==> config.mk <==
export PLATFORM = sky130hd
export DESIGN_NAME = pfdma_top
export DESIGN_NICKNAME = d
export VERILOG_FILES = /design/src/rtl/pfdma_pkg.sv /design/src/rtl/pfdma_regs.sv /design/src/rtl/pfdma_pattern.sv /design/src/rtl/pfdma_seq.sv /design/src/rtl/pfdma_top.sv
export SDC_FILE = /design/constraint.sdc
export NUM_CORES = 1
export LEC_CHECK = 0
export BUFFER_PORTS_ARGS = -buffer_cell sky130_fd_sc_hd__buf_4
export CORE_MARGIN = 2
export CORE_UTILIZATION = 28
export DETAILED_ROUTE_END_ITERATION = 7
export PLACE_DENSITY_LB_ADDON = 0.2
export SKIP_CTS_REPAIR_TIMING = 1
export SYNTH_ARGS = -nofsm -noshare
export SYNTH_HDL_FRONTEND = slang
export SYNTH_SLANG_ARGS = --single-unit
==> constraint.sdc <==
create_clock -name clk -period 4.8 [get_ports clk]
set_clock_uncertainty 0.05 [all_clocks]
set_input_delay 0.48 -clock clk [delete_from_list [all_inputs] [get_ports clk]]
set_output_delay 0.48 -clock clk [all_outputs]
set_load 0.01 [all_outputs]
==> src/rtl/pfdma_pkg.sv <==
package pfdma_pkg;
  typedef enum logic [2:0] {
    RA_PAGE   = 3'd0,
    RA_COUNT  = 3'd1,
    RA_PAT_LO = 3'd2,
    RA_PAT_HI = 3'd3,
    RA_PLEN   = 3'd4,
    RA_CTRL   = 3'd5,
    RA_STATUS = 3'd6
  } reg_idx_e;

  localparam int unsigned CTRL_GO_BIT   = 0;
  localparam int unsigned STAT_BUSY_BIT = 0;
  localparam int unsigned STAT_DONE_BIT = 1;
endpackage

==> src/rtl/pfdma_regs.sv <==
module pfdma_regs
  import pfdma_pkg::*;
#(
  parameter int unsigned REG_W  = 32,
  parameter int unsigned PAGE_W = 28,
  parameter int unsigned CNT_W  = 16,
  parameter int unsigned LSEL_W = 3,
  localparam int unsigned PAT_W = 2 * REG_W
) (
  input  logic              clk,
  input  logic              rst_n,
  input  logic              reg_wr_en,
  input  logic [2:0]        reg_addr,
  input  logic [REG_W-1:0]  reg_wdata,
  output logic [REG_W-1:0]  reg_rdata,
  input  logic              busy_i,
  input  logic              done_set_i,
  output logic              start_o,
  output logic [PAGE_W-1:0] page_o,
  output logic [CNT_W-1:0]  count_o,
  output logic [PAT_W-1:0]  pat_o,
  output logic [LSEL_W-1:0] lsel_o,
  output logic              irq_o
);
  logic [PAGE_W-1:0] page_q;
  logic [CNT_W-1:0]  count_q;
  logic [REG_W-1:0]  pat_lo_q, pat_hi_q;
  logic [LSEL_W-1:0] lsel_q;
  logic              done_q;
  logic              cfg_we, done_clr;

  assign cfg_we   = reg_wr_en && !busy_i;
  assign start_o  = cfg_we && (reg_addr == RA_CTRL) && reg_wdata[CTRL_GO_BIT];
  assign done_clr = reg_wr_en && (reg_addr == RA_STATUS) && reg_wdata[STAT_DONE_BIT];

  always_ff @(posedge clk) begin
    if (!rst_n) begin
      page_q   <= '0;
      count_q  <= '0;
      pat_lo_q <= '0;
      pat_hi_q <= '0;
      lsel_q   <= '0;
    end else if (cfg_we) begin
      case (reg_addr)
        RA_PAGE:   page_q   <= reg_wdata[PAGE_W-1:0];
        RA_COUNT:  count_q  <= reg_wdata[CNT_W-1:0];
        RA_PAT_LO: pat_lo_q <= reg_wdata;
        RA_PAT_HI: pat_hi_q <= reg_wdata;
        RA_PLEN:   lsel_q   <= reg_wdata[LSEL_W-1:0];
        default: ;
      endcase
    end
  end

  always_ff @(posedge clk) begin
    if (!rst_n)          done_q <= 1'b0;
    else if (done_set_i) done_q <= 1'b1;
    else if (done_clr)   done_q <= 1'b0;
  end

  always_comb begin
    reg_rdata = '0;
    case (reg_addr)
      RA_PAGE:   reg_rdata = REG_W'(page_q);
      RA_COUNT:  reg_rdata = REG_W'(count_q);
      RA_PAT_LO: reg_rdata = pat_lo_q;
      RA_PAT_HI: reg_rdata = pat_hi_q;
      RA_PLEN:   reg_rdata = REG_W'(lsel_q);
      RA_STATUS: begin
        reg_rdata[STAT_BUSY_BIT] = busy_i;
        reg_rdata[STAT_DONE_BIT] = done_q;
      end
      default:   reg_rdata = '0;
    endcase
  end

  assign page_o  = page_q;
  assign count_o = count_q;
  assign pat_o   = {pat_hi_q, pat_lo_q};
  assign lsel_o  = lsel_q;
  assign irq_o   = done_q;


  irq_rise_chk: assert property (@(posedge clk) disable iff (!rst_n)
    done_set_i |=> irq_o);


  irq_clear_chk: assert property (@(posedge clk) disable iff (!rst_n)
    (done_clr && !done_set_i) |=> !irq_o);


  cfg_hold_chk: assert property (@(posedge clk) disable iff (!rst_n)
    busy_i |=> ($stable(page_q) && $stable(count_q) && $stable(pat_o) && $stable(lsel_q)));
endmodule

==> src/rtl/pfdma_pattern.sv <==
module pfdma_pattern #(
  parameter int unsigned PAT_W  = 64,
  parameter int unsigned DATA_W = 64,
  parameter int unsigned LSEL_W = 3,
  localparam int unsigned MAX_SEL = $clog2(PAT_W) - 1
) (
  input  logic [PAT_W-1:0]  pat_i,
  input  logic [LSEL_W-1:0] lsel_i,
  output logic [DATA_W-1:0] data_o
);
  logic [LSEL_W-1:0] sel_c;
  logic [PAT_W-1:0]  mask;

  always_comb begin
    sel_c = (32'(lsel_i) > MAX_SEL) ? LSEL_W'(MAX_SEL) : lsel_i;
    mask  = (PAT_W'(2) << sel_c) - PAT_W'(1);
  end

  genvar gi;
  generate
    for (gi = 0; gi < DATA_W; gi++) begin : g_rep
      localparam int unsigned POS = gi % PAT_W;
      assign data_o[gi] = pat_i[PAT_W'(POS) & mask];
    end
  endgenerate
endmodule

==> src/rtl/pfdma_seq.sv <==
module pfdma_seq #(
  parameter int unsigned ADDR_W  = 40,
  parameter int unsigned PG_SH   = 12,
  parameter int unsigned CNT_W   = 16,
  parameter int unsigned DATA_W  = 64,
  localparam int unsigned PAGE_W  = ADDR_W - PG_SH,
  localparam int unsigned BYTE_SH = $clog2(DATA_W / 8),
  localparam int unsigned BEAT_SH = PG_SH - BYTE_SH,
  localparam int unsigned LEFT_W  = CNT_W + BEAT_SH
) (
  input  logic              clk,
  input  logic              rst_n,
  input  logic              start_i,
  input  logic [PAGE_W-1:0] page_i,
  input  logic [CNT_W-1:0]  count_i,
  input  logic              wr_ready,
  output logic              wr_valid,
  output logic [ADDR_W-1:0] wr_addr,
  output logic              busy_o,
  output logic              done_set_o
);
  logic              busy_q;
  logic [ADDR_W-1:0] addr_q;
  logic [LEFT_W-1:0] left_q;
  logic              accept, last_beat;

  assign accept    = busy_q && wr_ready;
  assign last_beat = accept && (left_q == LEFT_W'(1));

  always_ff @(posedge clk) begin
    if (!rst_n) begin
      busy_q <= 1'b0;
      addr_q <= '0;
      left_q <= '0;
    end else if (start_i && !busy_q) begin
      addr_q <= {page_i, {PG_SH{1'b0}}};
      left_q <= LEFT_W'(count_i) << BEAT_SH;
      busy_q <= (count_i != '0);
    end else if (accept) begin
      addr_q <= addr_q + ADDR_W'(DATA_W / 8);
      left_q <= left_q - LEFT_W'(1);
      if (left_q == LEFT_W'(1)) busy_q <= 1'b0;
    end
  end

  assign wr_valid   = busy_q;
  assign wr_addr    = addr_q;
  assign busy_o     = busy_q;
  assign done_set_o = last_beat || (start_i && !busy_q && count_i == '0);


  stall_hold_chk: assert property (@(posedge clk) disable iff (!rst_n)
    (wr_valid && !wr_ready) |=> (wr_valid && $stable(wr_addr)));


  addr_step_chk: assert property (@(posedge clk) disable iff (!rst_n)
    (accept && !last_beat) |=> (wr_valid && wr_addr == $past(wr_addr) + ADDR_W'(DATA_W / 8)));
endmodule

==> src/rtl/pfdma_top.sv <==
module pfdma_top #(
  parameter int unsigned ADDR_W = 40,
  parameter int unsigned DATA_W = 64,
  parameter int unsigned REG_W  = 32,
  parameter int unsigned CNT_W  = 16,
  parameter int unsigned PG_SH  = 12,
  localparam int unsigned PAGE_W = ADDR_W - PG_SH,
  localparam int unsigned PAT_W  = 2 * REG_W,
  localparam int unsigned LSEL_W = 3
) (
  input  logic              clk,
  input  logic              rst_n,
  input  logic              reg_wr_en,
  input  logic [2:0]        reg_addr,
  input  logic [REG_W-1:0]  reg_wdata,
  output logic [REG_W-1:0]  reg_rdata,
  output logic              wr_valid,
  input  logic              wr_ready,
  output logic [ADDR_W-1:0] wr_addr,
  output logic [DATA_W-1:0] wr_data,
  output logic              irq
);
  logic              busy, done_set, start;
  logic [PAGE_W-1:0] page;
  logic [CNT_W-1:0]  count;
  logic [PAT_W-1:0]  pat;
  logic [LSEL_W-1:0] lsel;

  pfdma_regs #(.REG_W(REG_W), .PAGE_W(PAGE_W), .CNT_W(CNT_W), .LSEL_W(LSEL_W)) u_regs (
    .clk(clk), .rst_n(rst_n), .reg_wr_en(reg_wr_en), .reg_addr(reg_addr),
    .reg_wdata(reg_wdata), .reg_rdata(reg_rdata), .busy_i(busy),
    .done_set_i(done_set), .start_o(start), .page_o(page), .count_o(count),
    .pat_o(pat), .lsel_o(lsel), .irq_o(irq)
  );

  pfdma_pattern #(.PAT_W(PAT_W), .DATA_W(DATA_W), .LSEL_W(LSEL_W)) u_pat (
    .pat_i(pat), .lsel_i(lsel), .data_o(wr_data)
  );

  pfdma_seq #(.ADDR_W(ADDR_W), .PG_SH(PG_SH), .CNT_W(CNT_W), .DATA_W(DATA_W)) u_seq (
    .clk(clk), .rst_n(rst_n), .start_i(start), .page_i(page), .count_i(count),
    .wr_ready(wr_ready), .wr_valid(wr_valid), .wr_addr(wr_addr),
    .busy_o(busy), .done_set_o(done_set)
  );


  data_hold_chk: assert property (@(posedge clk) disable iff (!rst_n)
    (wr_valid && !wr_ready) |=> $stable(wr_data));


  busy_fall_chk: assert property (@(posedge clk) disable iff (!rst_n)
    $fell(wr_valid) |-> irq);
endmodule

-- After elaboration in Yosys (flattened, before gate mapping)
Cells that the tools add are included.
- add/subtract/negate cells: 3
- multipliers: 0
- div/mod/pow operators: 0
- magnitude comparators: 64
- equal/unequal tests: 7
- shifts and indexed selects: 1
- mux-type cells: 138
- bitwise logic cells: 1
- reduce and logical (&&, ||, !) cells: 24
- operators with widths (cell ; number):
    less-than comparator 6 x 7 -> 1 bit, second input constant ; 32
    case mux 30 bit (5 select lines) ; 1
    less-than comparator 5 x 7 -> 1 bit, second input constant ; 16
    2-to-1 mux 40 bit ; 2
    2-to-1 mux 1 bit ; 74
    binary-select mux 1 bit (select 3 bit) ; 20
    binary-select mux 1 bit (select 4 bit) ; 15
    less-than comparator 4 x 7 -> 1 bit, second input constant ; 8
    2-to-1 mux 25 bit ; 2
    adder 40 x 4 -> 40 bit, second input constant ; 1
    binary-select mux 1 bit (select 2 bit) ; 15
    binary-select mux 1 bit (select 5 bit) ; 6
    less-than comparator 3 x 7 -> 1 bit, second input constant ; 4
    equality test 25 x 1 -> 1 bit, second input constant ; 1
    subtractor 25 x 1 -> 25 bit, second input constant ; 1
    zero test 16 bit ; 1
    nonzero test 16 bit ; 1
    less-than comparator 2 x 7 -> 1 bit, second input constant ; 2
    case mux 2 bit (6 select lines) ; 1
    AND reduction 2 bit ; 6
    equality test 3 bit, second input constant ; 3
    logical AND 1 bit ; 9
    less-than comparator 1 x 7 -> 1 bit, second input constant ; 1
    binary-select mux 1 bit (select 6 bit) ; 1
    12 further kinds ; 15
- flip-flop bits (word level): 178
- latch bits: 0
- bits in writable memories: 0
- bits in read-only memories: 0
- bits of input ports: 39
- logic and storage cells: 249
- memories kept: 0

-- Depth between registers and ports, before layout
- word-level depth: 8
- mapped depth: 9

-- Hierarchy
A second synthesis with hierarchy kept.
- cell total of the unflattened synthesis: 1192
- area total of the unflattened synthesis: 10485.1 um2
- modules (own cells, without submodules) (module ; instances ; cells each ; area an instance (um2) ; sequential area each (um2)):
    pfdma_regs ; 1 ; 505 ; 5116.2 ; 2242.2
    pfdma_seq ; 1 ; 464 ; 3659.8 ; 1261.2
    pfdma_pattern ; 1 ; 223 ; 1709.1 ; 0.0

-- Least setup slack after synthesis
OpenSTA, ideal clock, no wires.
- path type: input port to output port
- start point: input reg_addr[0]
- end point: output reg_rdata[18]
- arrival: 1987 ps
- required time: 4270 ps
- setup slack: 2283 ps
- stages: 6
- cell sequence: clkbuf_1 > buf_2 > and2_1 > clkbuf_1 > a21oi_1 > nor2_1
- longest elaborated chain between the ends: 2
- elaborated cells between the ends (all ways): 6
- those cells by class: eq/ne: 4; mux: 1; reduce/logical: 1
- RTL lines (item ; line ; source):
    start, declared ; pfdma_top.sv:14 ; input logic [2:0] reg_addr,
    equality test 3 bit (tied with other cells) ; pfdma_regs.sv:63 ; case (reg_addr)
    case mux 30 bit (5 select lines) (*) ; pfdma_regs.sv:63 ;
    end, declared ; pfdma_top.sv:16 ; output logic [REG_W-1:0] reg_rdata,
Mark *: on every way between the ends. The rest lies on a longest branch, timed or not.

-- Worst setup path in the final report
- start point: register u_regs.lsel_q[2], in the netlist u_regs.lsel_o[2]
- end point: output wr_data[54]
- longest elaborated chain between the ends: 6
- RTL lines (item ; line ; source):
    start, declared ; pfdma_regs.sv:28 ; logic [LSEL_W-1:0] lsel_q;
    start signal, assigned ; pfdma_regs.sv:49 ; RA_PLEN: lsel_q <= reg_wdata[LSEL_W-1:0];
    > comparator 3 bit ; pfdma_pattern.sv:15 ; sel_c = (32'(lsel_i) > MAX_SEL) ? LSEL_W'(MAX_SEL) : lsel_i;
    2-to-1 mux 3 bit (*) ; pfdma_pattern.sv:15 ;
    << shifter 2 x 3 -> 6 bit (*) ; pfdma_pattern.sv:16 ; mask = (PAT_W'(2) << sel_c) - PAT_W'(1);
    subtractor 6 x 2 -> 6 bit (*) ; pfdma_pattern.sv:16 ;
    binary-select mux 1 bit (select 4 bit) (*) ; pfdma_pattern.sv:23 ; assign data_o[gi] = pat_i[PAT_W'(POS) & mask];
    2-to-1 mux 1 bit (not written as such) (*) ; pfdma_pattern.sv:23 ;
    end, declared ; pfdma_top.sv:20 ; output logic [DATA_W-1:0] wr_data,
Mark *: on every way between the ends. The rest lies on a longest branch, timed or not. The select of a mux whose other input is x is not followed.

==> results.sh <==
export IMPL_final_cell_area_sq_um=11400
export IMPL_synth_cell_type_count=67
export IMPL_path_class="register to output port"
export IMPL_drive_gt1_share_pct=21.0
export IMPL_relSlewSlack_pct=22.5
export IMPL_via_per_inst=5.25
export IMPL_synth_async_reset_ratio_pct=0
export IMPL_overflow=0
export IMPL_synth_edf_count=0
export IMPL_cts_sinks=175
export IMPL_arrival_ns=2.93
export IMPL_end_kind="output port"
export IMPL_start_util_pct=28.4
export IMPL_maxCapViolations=0
export IMPL_power_mw=3.19
export IMPL_clk_latency_ns=0.44
export IMPL_hpwl_mm=25.1
export IMPL_powerDensity_nw_per_um2=279
export IMPL_io_buffers=173
export IMPL_die_w_um=186
export IMPL_yosysSeqAreaShare_pct=37.9
export IMPL_hold_slack_ns=0.246
export IMPL_vias=9345
export IMPL_cts_tree="yes"
export IMPL_grt_pass1_vias=8752
export IMPL_start_kind="register"
export IMPL_core_area_sq_um=32500
export IMPL_ys_ff_latch=175
export IMPL_period_share_pct=72.0
export IMPL_synthFlopType="dfxtp_1"
export IMPL_netlist_area_sq_um=9250
export IMPL_drt_iter0_drc=743
export IMPL_setup_violations=0
export IMPL_totalNegativeSetupSlack_ns=0
export IMPL_rows=66
export IMPL_dieArea_sq_um=34500
export IMPL_worst_slew_pin_slew_ns=1.16
export IMPL_max_freq_mhz=289
export IMPL_clock_path_buffers=2
export IMPL_netlist_instances=1206
export IMPL_synthTopCellsByArea="dfxtp_1, nand2_1, a21oi_1"
export IMPL_rsz0062_at_grt="false"
export IMPL_h_tree_depth=4
export IMPL_grt_pass1_wl_mm=53.7
export IMPL_antenna_found_initial=1
export IMPL_yosysTopAreaCell="dfxtp_1"
export IMPL_route_detailed_drc=0
export IMPL_final_hold_viol_count=0
export IMPL_synth_top_cells_by_count="nand2_1, dfxtp_1, a21oi_1"
export IMPL_cts_root_buf="clkbuf_16"
export IMPL_synth_most_common_cell="nand2_1"
export IMPL_clk_pin_slew_ns=0.08
export IMPL_grt_max_degree=82
export IMPL_routedWlPerCell_um=19.8
export IMPL_dr_pass1_iters=7
export IMPL_die_h_um=186
export IMPL_leakagePower_nw=4.53
export IMPL_place_gp_congestion=0.845
export IMPL_yosys_warnings=0
export IMPL_area_growth_pct=23.6
export IMPL_synthDominantCellAreaShare_pct=37.9
export IMPL_synth_area_per_cell_sq_um=7.67
export IMPL_critPathRequiredTime_ns=4.27
export IMPL_dpl_cell_area_sq_um=10900
export IMPL_io_pins=177
export IMPL_cp_max_fo=26
export IMPL_antenna_left=0
export IMPL_grt_usage_pct=20.4
export IMPL_cts_buffers_inserted=17
export IMPL_status="completed"
export IMPL_dp_cells=1747
export IMPL_period_minus_slack_ns=3.46
export IMPL_routed_wl_mm=35.2
export IMPL_min_path_type="input pin to register"
export IMPL_irDropWorstVdd_uv=239
export IMPL_slew_viol_final=0
export IMPL_stdcell_count=1780
export IMPL_nets=1366
[critical path, stage by stage (launching register included)]
cell	delay [ns]
dfxtp_1	0.53
buf_4	0.38
nand2_1	0.69
buf_4	0.45
mux2_2	0.28
buf_4	0.15
[path summary, 6_finish.rpt]
path | start | to | slack [ns] | depth (start not counted)
hold reg to reg | u_regs.pat_lo_q[19] | u_regs.pat_lo_q[19] | 0.42 | 2
setup reg to reg | u_seq.busy_o | u_seq.wr_addr[20] | 2.20 | 5
hold / removal | reg_wdata[23] | u_regs.pat_lo_q[23] | 0.25 | 3
setup / recovery | u_regs.lsel_o[2] | wr_data[54] | 1.34 | 5
[logic make-up (layout without fill, tap and decap cells)]
group	Yosys count	after routing	share of synthesized area, %
AO/OA/AOI/OAI	255	255	16.0
buffers and inverters	111	240	4.76
adder cells (fa/ha/maj)	3	3	0.406
XOR/XNOR	21	21	1.99
other	1	4	0.0405
multiplexers	86	86	11.9
AND/OR/NAND/NOR	554	554	27.0
flip-flops	175	175	37.9
[state kept, by name, indices dropped and copies added (netlist names)]
register and count:
u_seq.busy_o 1, u_regs.lsel_o 3, u_regs.pat_lo_q 32, u_regs.page_o 28, u_seq.wr_addr 37, u_regs.irq_o 1, u_regs.pat_hi_q 32, u_regs.count_o 16
u_seq.left_q 25
[where the power goes]
group	leakage, nW	internal (mW)	switching, mW
logic	2.83	0.107	0.174
registers	1.41	1.47	0.0282
clock network	0.282	0.710	0.701
total	4.53	2.29	0.903
[metrics by stage]
stage	worst slack, ns	util (%)
after detailed placement	1.74	33.4
after floorplan	2.28	-
final	1.34	35.2
after global routing	1.23	35.2
after global placement	1.80	33.4
after CTS	1.36	35.2
[cells in the final DEF (no fill, tap or decap), types with 4 or more instances in the layout]
cell,instances
o311ai_0,5
nor3_1,10
or2_2,4
o22ai_1,12
o211ai_1,9
inv_1,22
and2_1,6
mux2_2,30
buf_4,185
inv_6,5
nand3_1,32
or4_1,7
nand2_1,279
nor2_1,120
a22oi_1,5
nand4_1,15
nor4_1,19
o21ai_0,29
xor2_1,11
mux2i_1,40
mux4_2,16
inv_8,5
or3_1,10
nor2b_1,15
and3_1,11
o21a_1,6
xnor2_1,10
clkbuf_16,17
a31oi_1,22
dfxtp_1,175
a21oi_1,140
[cell type report]
| type | instances | area (sq um) |
|---|---|---|
| Fill cell | 3511 | 21100 |
| Multi-Input combinational cell | 922 | 5330 |
| Sequential cell | 175 | 3500 |
| Timing Repair Buffer | 185 | 1390 |
| Tap cell | 442 | 553 |
| Clock buffer | 19 | 443 |
| Clock inverter | 13 | 133 |
| Inverter | 23 | 88.8 |
| Antenna cell | 1 | 2.50 |
[routing by layer]
| metal | wire length, um | track usage, % | share of wire (%) | vias to the layer above |
|---|---|---|---|---|
| li1 | - | - | - | 4446 |
| met1 | 16700 | 29.2 | 47 | 4512 |
| met2 | 15600 | 31.7 | 44 | 360 |
| met3 | 2410 | 3.50 | 6.9 | 27 |
| met4 | 439 | 4.66 | 1.2 | 0 |
| met5 | 0 | 0 | 0 | - |
(Power assumes the default switching activity.)
